--- src/rtl/smi_dly_pkg.sv ---
package smi_dly_pkg;
  localparam int unsigned ADDR_W = 2;
  localparam logic [ADDR_W-1:0] A_CNT = 2'd0;
  localparam logic [ADDR_W-1:0] A_CTL = 2'd1;
  localparam logic [ADDR_W-1:0] A_STS = 2'd2;

  localparam int unsigned NSRC    = 2;
  localparam int unsigned SRC_BTN = 0;
  localparam int unsigned SRC_BAT = 1;

  localparam int unsigned CTL_W      = 3;
  localparam int unsigned CTL_BTN_EN = 0;
  localparam int unsigned CTL_BAT_EN = 1;
  localparam int unsigned CTL_BYP    = 2;
endpackage

--- src/rtl/smi_dly_edge.sv ---
module smi_dly_edge #(
  parameter int unsigned W = 2
) (
  input  logic         clk_i,
  input  logic         rst_ni,
  input  logic [W-1:0] in_ni,
  output logic [W-1:0] fall_o
);
  for (genvar i = 0; i < W; i++) begin : g_bit
    logic prev_q;
    always_ff @(posedge clk_i or negedge rst_ni) begin
      if (!rst_ni) prev_q <= 1'b1;
      else         prev_q <= in_ni[i];
    end
    assign fall_o[i] = prev_q & ~in_ni[i];


    one_shot_chk: assert property (@(posedge clk_i) disable iff (!rst_ni)
      fall_o[i] |=> !fall_o[i]);
  end
endmodule

--- src/rtl/smi_dly_regs.sv ---
module smi_dly_regs
  import smi_dly_pkg::*;
#(
  parameter int unsigned DATA_W = 8
) (
  input  logic              clk_i,
  input  logic              rst_ni,
  input  logic              wr_en_i,
  input  logic [ADDR_W-1:0] wr_addr_i,
  input  logic [DATA_W-1:0] wr_data_i,
  output logic [DATA_W-1:0] cnt_cfg_o,
  output logic [CTL_W-1:0]  ctl_o,
  output logic [NSRC-1:0]   clr_o
);
  logic [DATA_W-1:0] cnt_q;
  logic [CTL_W-1:0]  ctl_q;

  always_ff @(posedge clk_i or negedge rst_ni) begin
    if (!rst_ni) begin
      cnt_q <= '0;
      ctl_q <= '0;
    end else if (wr_en_i) begin
      if (wr_addr_i == A_CNT) cnt_q <= wr_data_i;
      if (wr_addr_i == A_CTL) ctl_q <= wr_data_i[CTL_W-1:0];
    end
  end

  assign cnt_cfg_o = cnt_q;
  assign ctl_o     = ctl_q;
  assign clr_o     = (wr_en_i && wr_addr_i == A_STS) ? wr_data_i[NSRC-1:0] : '0;


  ctl_hold_chk: assert property (@(posedge clk_i) disable iff (!rst_ni)
    (wr_en_i && wr_addr_i != A_CTL) |=> $stable(ctl_o));
endmodule

--- src/rtl/smi_dly_core.sv ---
module smi_dly_core #(
  parameter int unsigned CNT_W = 8,
  parameter int unsigned NSRC  = 2
) (
  input  logic             clk_i,
  input  logic             rst_ni,
  input  logic             tick_i,
  input  logic [NSRC-1:0]  req_i,
  input  logic [CNT_W-1:0] cfg_cnt_i,
  output logic             expire_o,
  output logic [NSRC-1:0]  src_o
);
  localparam logic [CNT_W-1:0] ONE = CNT_W'(1);

  logic             run_q;
  logic [CNT_W-1:0] cnt_q;
  logic [NSRC-1:0]  src_q;
  logic             start, last;

  assign start = !run_q && (|req_i) && (cfg_cnt_i != '0);
  assign last  = run_q && tick_i && (cnt_q == ONE);

  always_ff @(posedge clk_i or negedge rst_ni) begin
    if (!rst_ni) begin
      run_q <= 1'b0;
      cnt_q <= '0;
      src_q <= '0;
    end else if (run_q) begin
      if (tick_i) begin
        if (cnt_q == ONE) run_q <= 1'b0;
        else              cnt_q <= cnt_q - ONE;
      end
    end else if (start) begin
      run_q <= 1'b1;
      cnt_q <= cfg_cnt_i;
      src_q <= req_i;
    end
  end

  assign expire_o = last;
  assign src_o    = src_q;


  no_zero_start_chk: assert property (@(posedge clk_i) disable iff (!rst_ni)
    $rose(run_q) |-> cnt_q != '0);

  no_restart_chk: assert property (@(posedge clk_i) disable iff (!rst_ni)
    (run_q && !tick_i) |=> (run_q && $stable(cnt_q) && $stable(src_q)));

  expire_stop_chk: assert property (@(posedge clk_i) disable iff (!rst_ni)
    expire_o |=> !run_q);
endmodule

--- src/rtl/smi_delay_timer.sv ---
module smi_delay_timer
  import smi_dly_pkg::*;
#(
  parameter int unsigned CNT_W = 8
) (
  input  logic              clk_i,
  input  logic              rst_ni,
  input  logic              tick_i,
  input  logic              btn_ni,
  input  logic              batlow_ni,
  input  logic              wr_en_i,
  input  logic [ADDR_W-1:0] wr_addr_i,
  input  logic [CNT_W-1:0]  wr_data_i,
  output logic              smi_o,
  output logic [NSRC-1:0]   sts_o
);
  logic [NSRC-1:0]  fall, req, clr, src, set_mask;
  logic [CTL_W-1:0] ctl;
  logic [CNT_W-1:0] cnt_cfg;
  logic             expire, bat_trig, bat_byp;
  logic             smi_q;
  logic [NSRC-1:0]  sts_q;

  smi_dly_edge #(.W(NSRC)) u_edge (
    .clk_i (clk_i),
    .rst_ni(rst_ni),
    .in_ni ({batlow_ni, btn_ni}),
    .fall_o(fall)
  );

  smi_dly_regs #(.DATA_W(CNT_W)) u_regs (
    .clk_i    (clk_i),
    .rst_ni   (rst_ni),
    .wr_en_i  (wr_en_i),
    .wr_addr_i(wr_addr_i),
    .wr_data_i(wr_data_i),
    .cnt_cfg_o(cnt_cfg),
    .ctl_o    (ctl),
    .clr_o    (clr)
  );

  assign bat_trig     = fall[SRC_BAT] & ctl[CTL_BAT_EN];
  assign bat_byp      = bat_trig & ctl[CTL_BYP];
  assign req[SRC_BTN] = fall[SRC_BTN] & ctl[CTL_BTN_EN];
  assign req[SRC_BAT] = bat_trig & ~ctl[CTL_BYP];

  smi_dly_core #(.CNT_W(CNT_W), .NSRC(NSRC)) u_core (
    .clk_i    (clk_i),
    .rst_ni   (rst_ni),
    .tick_i   (tick_i),
    .req_i    (req),
    .cfg_cnt_i(cnt_cfg),
    .expire_o (expire),
    .src_o    (src)
  );

  always_comb begin
    set_mask          = expire ? src : '0;
    set_mask[SRC_BAT] = set_mask[SRC_BAT] | bat_byp;
  end

  // set has priority over a same-cycle clear
  always_ff @(posedge clk_i or negedge rst_ni) begin
    if (!rst_ni) begin
      smi_q <= 1'b0;
      sts_q <= '0;
    end else begin
      smi_q <= |set_mask;
      sts_q <= (sts_q & ~clr) | set_mask;
    end
  end

  assign smi_o = smi_q;
  assign sts_o = sts_q;


  expire_smi_chk: assert property (@(posedge clk_i) disable iff (!rst_ni)
    expire |=> smi_o);

  bypass_smi_chk: assert property (@(posedge clk_i) disable iff (!rst_ni)
    bat_byp |=> (smi_o && sts_o[SRC_BAT]));

  smi_has_src_chk: assert property (@(posedge clk_i) disable iff (!rst_ni)
    smi_o |-> sts_o != '0);

  gated_chk: assert property (@(posedge clk_i) disable iff (!rst_ni)
    (ctl == '0) |-> req == '0);
endmodule

--- config.mk ---
export PLATFORM = sky130hd
export DESIGN_NAME = smi_delay_timer
export DESIGN_NICKNAME = d
export VERILOG_FILES = /design/src/rtl/smi_dly_pkg.sv /design/src/rtl/smi_dly_edge.sv /design/src/rtl/smi_dly_regs.sv /design/src/rtl/smi_dly_core.sv /design/src/rtl/smi_delay_timer.sv
export SDC_FILE = /design/constraint.sdc
export NUM_CORES = 1
export LEC_CHECK = 0
export BUFFER_PORTS_ARGS = -buffer_cell sky130_fd_sc_hd__buf_4
export CAP_MARGIN = 30
export CORE_ASPECT_RATIO = 0.75
export CORE_UTILIZATION = 59
export DETAILED_ROUTE_END_ITERATION = 6
export PLACE_DENSITY = 0.82
export SLEW_MARGIN = 20
export SYNTH_ARGS = -nofsm -noshare
export SYNTH_HDL_FRONTEND = slang
export SYNTH_SLANG_ARGS = --single-unit
export TNS_END_PERCENT = 20
--- constraint.sdc ---
create_clock -name clk_i -period 5.2 [get_ports clk_i]
set_input_delay 0.52 -clock clk_i [delete_from_list [all_inputs] [get_ports clk_i]]
set_output_delay 0.52 -clock clk_i [all_outputs]
set_load 0.05 [all_outputs]
==> summary.txt, run 1 <==
Run status
  • Status: finished, violations left
  • Violated checks: DRC

Final layout
  • Filler cell count: 156
  • Share of cells above drive strength 1: 30.1%
  • Post-layout net count: 155
  • Area Growth Syn to Fin: 13.3%
  • Final design utilization: 72.6%
  • Ant diodes: 0
  • Finished Cell Area: 1500 µm²
  • Final Non-Filler Cells: 160

Die
  • CORE AREA: 2070 µm²
  • Die area: 2440 µm²
  • Initial Util: 64.1%
  • Num rows: 14
  • Die height: 43.0 µm
  • Die width: 56.7 µm
  • I/O pin cnt: 19

Clock network
  • Num CTS Buffers: 3
  • Cts repair resizes: 0
  • Clock Latency Late Sink: 320 ps
  • H-tree levels: 1
  • CTS Sinks: 27
  • CTS max path bufs: 2
  • Post-CTS Setup Inserts: 0
  • Clock Tree Root: clkbuf_4
  • CTS tree: done
  • Clk slew on worst S/H paths: 130 ps
  • Hold_buf cts: 0

STA
  • Slew headroom: 58.5%
  • Worst hold margin: 77.0 ps
  • FMAX: 0.490 GHz
  • Final Max Tran Viols: 0
  • Fin Setup TNS: 0 ps
  • Final hold violations: 0
  • RSZ-0062 raised after global routing: no
  • Worst Tran Pin Value: 620 ps
  • Period minus WS final: 2040 ps
  • Fin crit share: 39.3%
  • Worst Clk Skew: 5.19 ps
  • Final setup viols: 0

Place
  • IO buf count: 18
  • Placed cell areas: 1480 µm²
  • Hpwl dp: 2020 µm
  • Placed instance count: 156
  • Routability cong.: 0.920

Route
  • Via density: 6.57
  • DR iter-0 viols: 53
  • WL/cell: 17.0 µm
  • Drt first pass iters: 6
  • Drt drc: 2
  • Routed Wire Length: 2730 µm
  • Routed Antenna Nets: 0
  • Vias: 1,051

Critical path
  • Most used cell, CP: o221a_1
  • Crit end category: flop
  • Critical Path Start Type: flop
  • Worst-path cell chain: or4_1, o221a_1, or2_4, o221a_1
  • Slowest-stage cell, CP: or4_1
  • CP Max Fanout: 10
  • Worst path required time: 5420 ps
  • Setup Crit Path Kind: reg -> reg
  • Max stage delay on crit path: 570 ps
  • Critical Path AT: 2260 ps

Power and ir drop
  • Reg power frac: 50.4%
  • Clock Power Share: 12.7%
  • Power density cells: 459 nW/µm²
  • Sw power: 271 µW
  • Worst VDD drop: 0.205 mV
  • Comb pwr share: 36.9%
  • Internal power: 418 µW
  • Leak: 0.666 nW
  • Switching Fraction: 39.4%

Global routing
  • Grt total ovfl: 0
  • Vias in the first global route: 969
  • Gr usage total: 25.9%
  • Initial antenna violation count: 0
  • First-pass GRT wire length: 4570 µm
  • Largest net degree at the start of global routing: 28

Synthesis
  • Ys async rst share: 100%
  • Post-synthesis average cell area: 11.4 µm²
  • Sequential fraction of the synthesis area: 51.2%
  • Register bit total from synthesis: 27
  • Syn_nets: 134
  • Most used DFF post-synth: dfrtp_1
  • Synthesized cell area: 1330 µm²
  • Number of synthesized flops with an enable pin: 0
  • YS warnings: 0
  • Post-Syn Instances: 116
  • Number of distinct library cells after synthesis: 42

Job
  • Max cap viols: 0

Min path
  • Hold Path Class: in -> async
[placed cells by master, fill, tap and decap left out, types with 3 or more instances in the layout]
master / instances
nand2_1: 10
nor2_1: 6
dfrtp_1: 25
o221a_1: 3
inv_1: 5
o21ai_0: 7
buf_4: 18
nor3_1: 5
clkbuf_4: 3
mux2_2: 10
a22o_1: 3
a21oi_1: 3
[per-stage QoR]
step	power (mW)	worst slack (ps)
final	0.689	3160
after global routing	0.733	3070
after CTS	0.685	3190
after detailed placement	0.597	3210
after global placement	0.581	3220
after floorplan	0.519	3320
[layout make-up]
type	count	area [µm²]	share of cell area [%]
Inverter	5	18.8	1.25
Tap cell	24	30.0	2.00
Clock buffer	4	26.3	1.75
Multi-Input combinational cell	82	613	40.8
Timing Repair Buffer	18	135	9.00
Sequential cell	27	678	45.2
[critical path: cells and delay by family (launching register included)]
kind,cells,cell delay (ps)
AO/OA/AOI/OAI,2,630
flip-flops,1,420
AND/OR/NAND/NOR,2,890
[registers in the layout, summed over array words and instances, names as in the netlist]
register and flops:
u_regs.ctl_o 3, sts_o 2, u_edge.g_bit.prev_q 2, u_core.run_q 1
smi_o 1, u_regs.cnt_cfg_o 8, u_core.cnt_q 8, u_core.src_o 2
[power by group through the flow]
stage          logic [mW]  clock network (mW)  registers, mW
2_1_floorplan       0.178                   0          0.341
3_3_place_gp        0.238                   0          0.343
3_5_place_dp        0.250                   0          0.347
4_1_cts             0.252              0.0900          0.342
5_1_grt             0.280              0.0982          0.354
6_report            0.254              0.0876          0.347
[final timing paths]
check	start	end	slack [ps]	cells after the start
worst max-delay path	u_regs.cnt_cfg_o[2]	u_core.cnt_q[5]	3160	4
worst min-delay path	rst_ni	u_core.cnt_q[4]	80	1
worst max register to register	u_regs.cnt_cfg_o[2]	u_core.cnt_q[5]	3160	4
worst min register to register	u_regs.ctl_o[0]	u_regs.ctl_o[0]	520	1
max in group asynchronous	rst_ni	u_edge.g_bit[0].prev_q	4820	1
min in group clk_i	btn_ni	u_edge.g_bit[0].prev_q	300	1
[cell usage after synthesis, drive strengths merged, types with 2 or more instances]
cell type | number | share of area [%]
inv | 5 | 1.4
o21ai | 7 | 2.6
dfstp | 2 | 4.0
nor2 | 6 | 1.7
o2bb2ai | 2 | 1.3
or2 | 2 | 1.1
o22ai | 2 | 0.94
a22o | 3 | 2.0
a21oi | 4 | 1.8
o221a | 3 | 2.5
and3b | 2 | 1.3
dfrtp | 25 | 47
nor3 | 6 | 2.6
or4 | 2 | 1.1
nand2 | 10 | 2.8
a22oi | 2 | 1.1
mux2 | 10 | 8.5
ha | 2 | 1.9
[routing by layer]
layer / part of all wire, % / vias to the layer above / global-route usage [%]
li1: - / 484 / -
met1: 45 / 489 / 36.2
met2: 43 / 67 / 38.3
met3: 9.8 / 11 / 7.01
met4: 2.4 / 0 / 10.5
met5: 0 / - / 0
[cells by family (layout without fill, tap and decap cells)]
logic type | Yosys count | in the layout | synth area share (%)
DFF | 27 | 27 | 51.2
muxes | 10 | 10 | 8.50
AOI/OAI and AO/OA | 33 | 33 | 18.7
and+or+nand+nor | 37 | 37 | 17.2
buffers and inverters | 7 | 27 | 2.55
adders and majority gates | 2 | 2 | 1.89
Note: power is estimated with default switching activity, not from simulation.
==> inputs of run 2 (changes only) <==
- ABC_AREA: not set -> 1
- CORE_UTILIZATION: 59 -> 56
- PLACE_DENSITY: 0.82 -> 0.78
- clock period: 5.2 -> 2 ns (I/O delays scaled with it)
==> run 2 against run 1 <==
  * The run now ends clean
  * Core utilization decreased by 3.8 points
  * Via count increased by 17%
  * Die area increased by 12%
  * Sequential power increased by 140%
  * Worst hold slack improved by 27 ps
  * First-iteration DRC count increased by 64%
  * Non-clock buffer count increased by 3
  * Synthesized area increased by 6.8%
  * Clock-buffer cell count unchanged
  * Sequential share of layout area decreased by 3.2 points
  * Critical path depth increased by 1
  * Critical endpoint is now u_core.cnt_q[3]
  * Largest power group unchanged
  * Highest routed layer unchanged
==> summary.txt, run 2 <==
Run status
  • Status: complete, no violations

Synthesis
  • Top-count cell post-synth: nand2_1
  • Most frequent cells after synthesis: nand2_1, dfrtp_1, nand3_1, inv_1, nor2_1
  • Dominant cell type by area after synthesis: dfrtp_1
  • Register bit total from synthesis: 27
  • Post-Syn Instances: 180
  • YS warnings: 0
  • Most area-consuming cells after synthesis: dfrtp_1, nand2_1, nand3_1, o21ai_0, inv_1
  • Sequential fraction of the synthesis area: 47.9%
  • Synthesized cell area: 1420 µm²
  • Syn_nets: 198
  • Ys async rst share: 100%
  • Number of distinct library cells after synthesis: 25
  • Most used DFF post-synth: dfrtp_1
  • Number of synthesized flops with an enable pin: 0
  • Post-synthesis average cell area: 7.86 µm²
  • Synth top area share: 44.2%

STA
  • Final WS setup: 411 ps
  • Worst Tran Pin Value: 438 ps
  • Final Max Tran Viols: 0
  • Final hold violations: 0
  • FMAX: 0.629 GHz
  • Slew headroom: 70.8%
  • Final setup viols: 0
  • Worst Clk Skew: 6.61 ps
  • Period minus WS final: 1590 ps
  • Fin crit share: 79.4%
  • Worst hold margin: 104 ps
  • Fin Setup TNS: 0 ps
  • RSZ-0062 raised after global routing: no

Critical path
  • Worst Setup SP: u_core.run_q
  • CP Max Fanout: 11
  • Setup Crit Path Kind: reg -> reg
  • R2R depth: 5
  • Critical Path AT: 1850 ps
  • Critical Path Start Type: flop
  • Worst path required time: 2260 ps
  • R2r startpoint: u_core.run_q
  • Crit end category: flop

Die
  • CORE AREA: 2350 µm²
  • Die area: 2730 µm²
  • Die height: 45.5 µm
  • I/O pin cnt: 19
  • Initial Util: 60.3%
  • Die width: 60.0 µm
  • Num rows: 15

Global routing
  • Grt total ovfl: 0
  • Initial antenna violation count: 0
  • Gr usage total: 25.9%
  • Largest net degree at the start of global routing: 28
  • Vias in the first global route: 1,109
  • First-pass GRT wire length: 5040 µm

Final layout
  • Commonest cells after routing, fill and taps aside: nand2_1, dfrtp_1, nand3_1, inv_1, buf_4
  • Area Growth Syn to Fin: 14.1%
  • Filler cell count: 203
  • Share of cells above drive strength 1: 15.9%
  • Final Non-Filler Cells: 235
  • Post-layout net count: 220
  • Ant diodes: 0
  • Commonest non-fill, non-tap cell in the layout: nand2_1

Place
  • Placed instance count: 228
  • Hpwl dp: 2420 µm
  • Routability cong.: 0.909
  • Post-Place Worst Slack: 463 ps
  • IO buf count: 18

Route
  • Drt drc: 0
  • WL/cell: 13.2 µm
  • Drt first pass iters: 4
  • Vias: 1,225
  • Routed Wire Length: 3110 µm
  • Routed Antenna Nets: 0
  • Via density: 5.21
  • DR iter-0 viols: 87

Clock network
  • Cts repair resizes: 0
  • CTS max path bufs: 2
  • CTS Sinks: 27
  • H-tree levels: 1
  • Hold_buf cts: 3
  • Clock Latency Late Sink: 320 ps
  • Clock Tree Root: clkbuf_4
  • Num CTS Buffers: 3
  • Post-CTS Setup Inserts: 0
  • Clk slew on worst S/H paths: 140 ps
  • CTS tree: done

Min path
  • Hold Crit Depth: 2
  • Hold Path Origin: wr_data_i[7]
  • Hold Path Class: in -> reg

Power and ir drop
  • Leak: 0.840 nW
  • Power density cells: 1110 nW/µm²
  • Worst VDD drop: 0.652 mV
  • Final Power: 1.79 mW

Job
  • Max cap viols: 0
-- run 2: changes by cell type after synthesis, moves of 9 or more --
cell,delta
mux2_2,-9
nor2_1,+11
inv_1,+15
nand3_1,+21
o21ai_0,+9
nand2_1,+42
-- run 2: logic make-up (layout without fill, tap and decap cells) --
group / count (synthesis) / in the layout / synth area share [%]
multiplexers: 1 / 1 / 0.796
buffers and inverters: 25 / 46 / 7.96
flip-flops: 27 / 27 / 47.9
AO/OA/AOI/OAI: 22 / 22 / 8.58
AND/OR/NAND/NOR: 103 / 103 / 33.0
adder cells (fa/ha/maj): 2 / 2 / 1.77
-- run 2: area by class of cell --
type / instances / area (µm²) / area share, %
Timing Repair Buffer: 21 / 165 / 10.2
Sequential cell: 27 / 678 / 42.0
Clock buffer: 4 / 26.3 / 1.63
Inverter: 21 / 78.8 / 4.88
Multi-Input combinational cell: 128 / 624 / 38.7
Tap cell: 34 / 42.5 / 2.63
-- run 2: critical path: stages, from the launching register on --
cell     delay [ps]
dfrtp_1         610
inv_2           190
or2_1           410
nand2_4         190
nand2_1          60
nand2_1          60
-- run 2: worst paths after layout --
check	end	slack, ps
min reg2reg	u_core.src_o[0]	520
max in group asynchronous	u_edge.g_bit[1].prev_q	1390
max reg2reg	u_core.cnt_q[3]	410
max	u_core.cnt_q[3]	410
min in group asynchronous	u_core.run_q	310
min	u_regs.cnt_cfg_o[7]	100
-- run 2: per-stage QoR --
| stage | util, % | area (µm²) |
|---|---|---|
| after global routing | 68.9 | 1620 |
| after global placement | 66.5 | 1560 |
| after CTS | 68.9 | 1620 |
| after floorplan | - | 1420 |
| final | 68.9 | 1620 |
| after detailed placement | 66.5 | 1560 |
-- run 2: per-layer routing --
| metal | share of wire, % | GRT usage (%) | wire length, µm | up-vias |
|---|---|---|---|---|
| met4 | 0.74 | 3.72 | 23 | 0 |
| met2 | 45 | 38.9 | 1410 | 39 |
| li1 | - | - | - | 619 |
| met1 | 45 | 36.9 | 1400 | 563 |
| met5 | 0 | 0 | 0 | - |
| met3 | 8.9 | 9.38 | 277 | 4 |
-- run 2: power breakdown --
part / leakage [nW] / switching [mW] / total [mW] / internal (mW)
Sequential: 0.328 / 0.150 / 0.826 / 0.675
Clock: 0.0150 / 0.152 / 0.230 / 0.0780
Combinational: 0.498 / 0.463 / 0.737 / 0.274
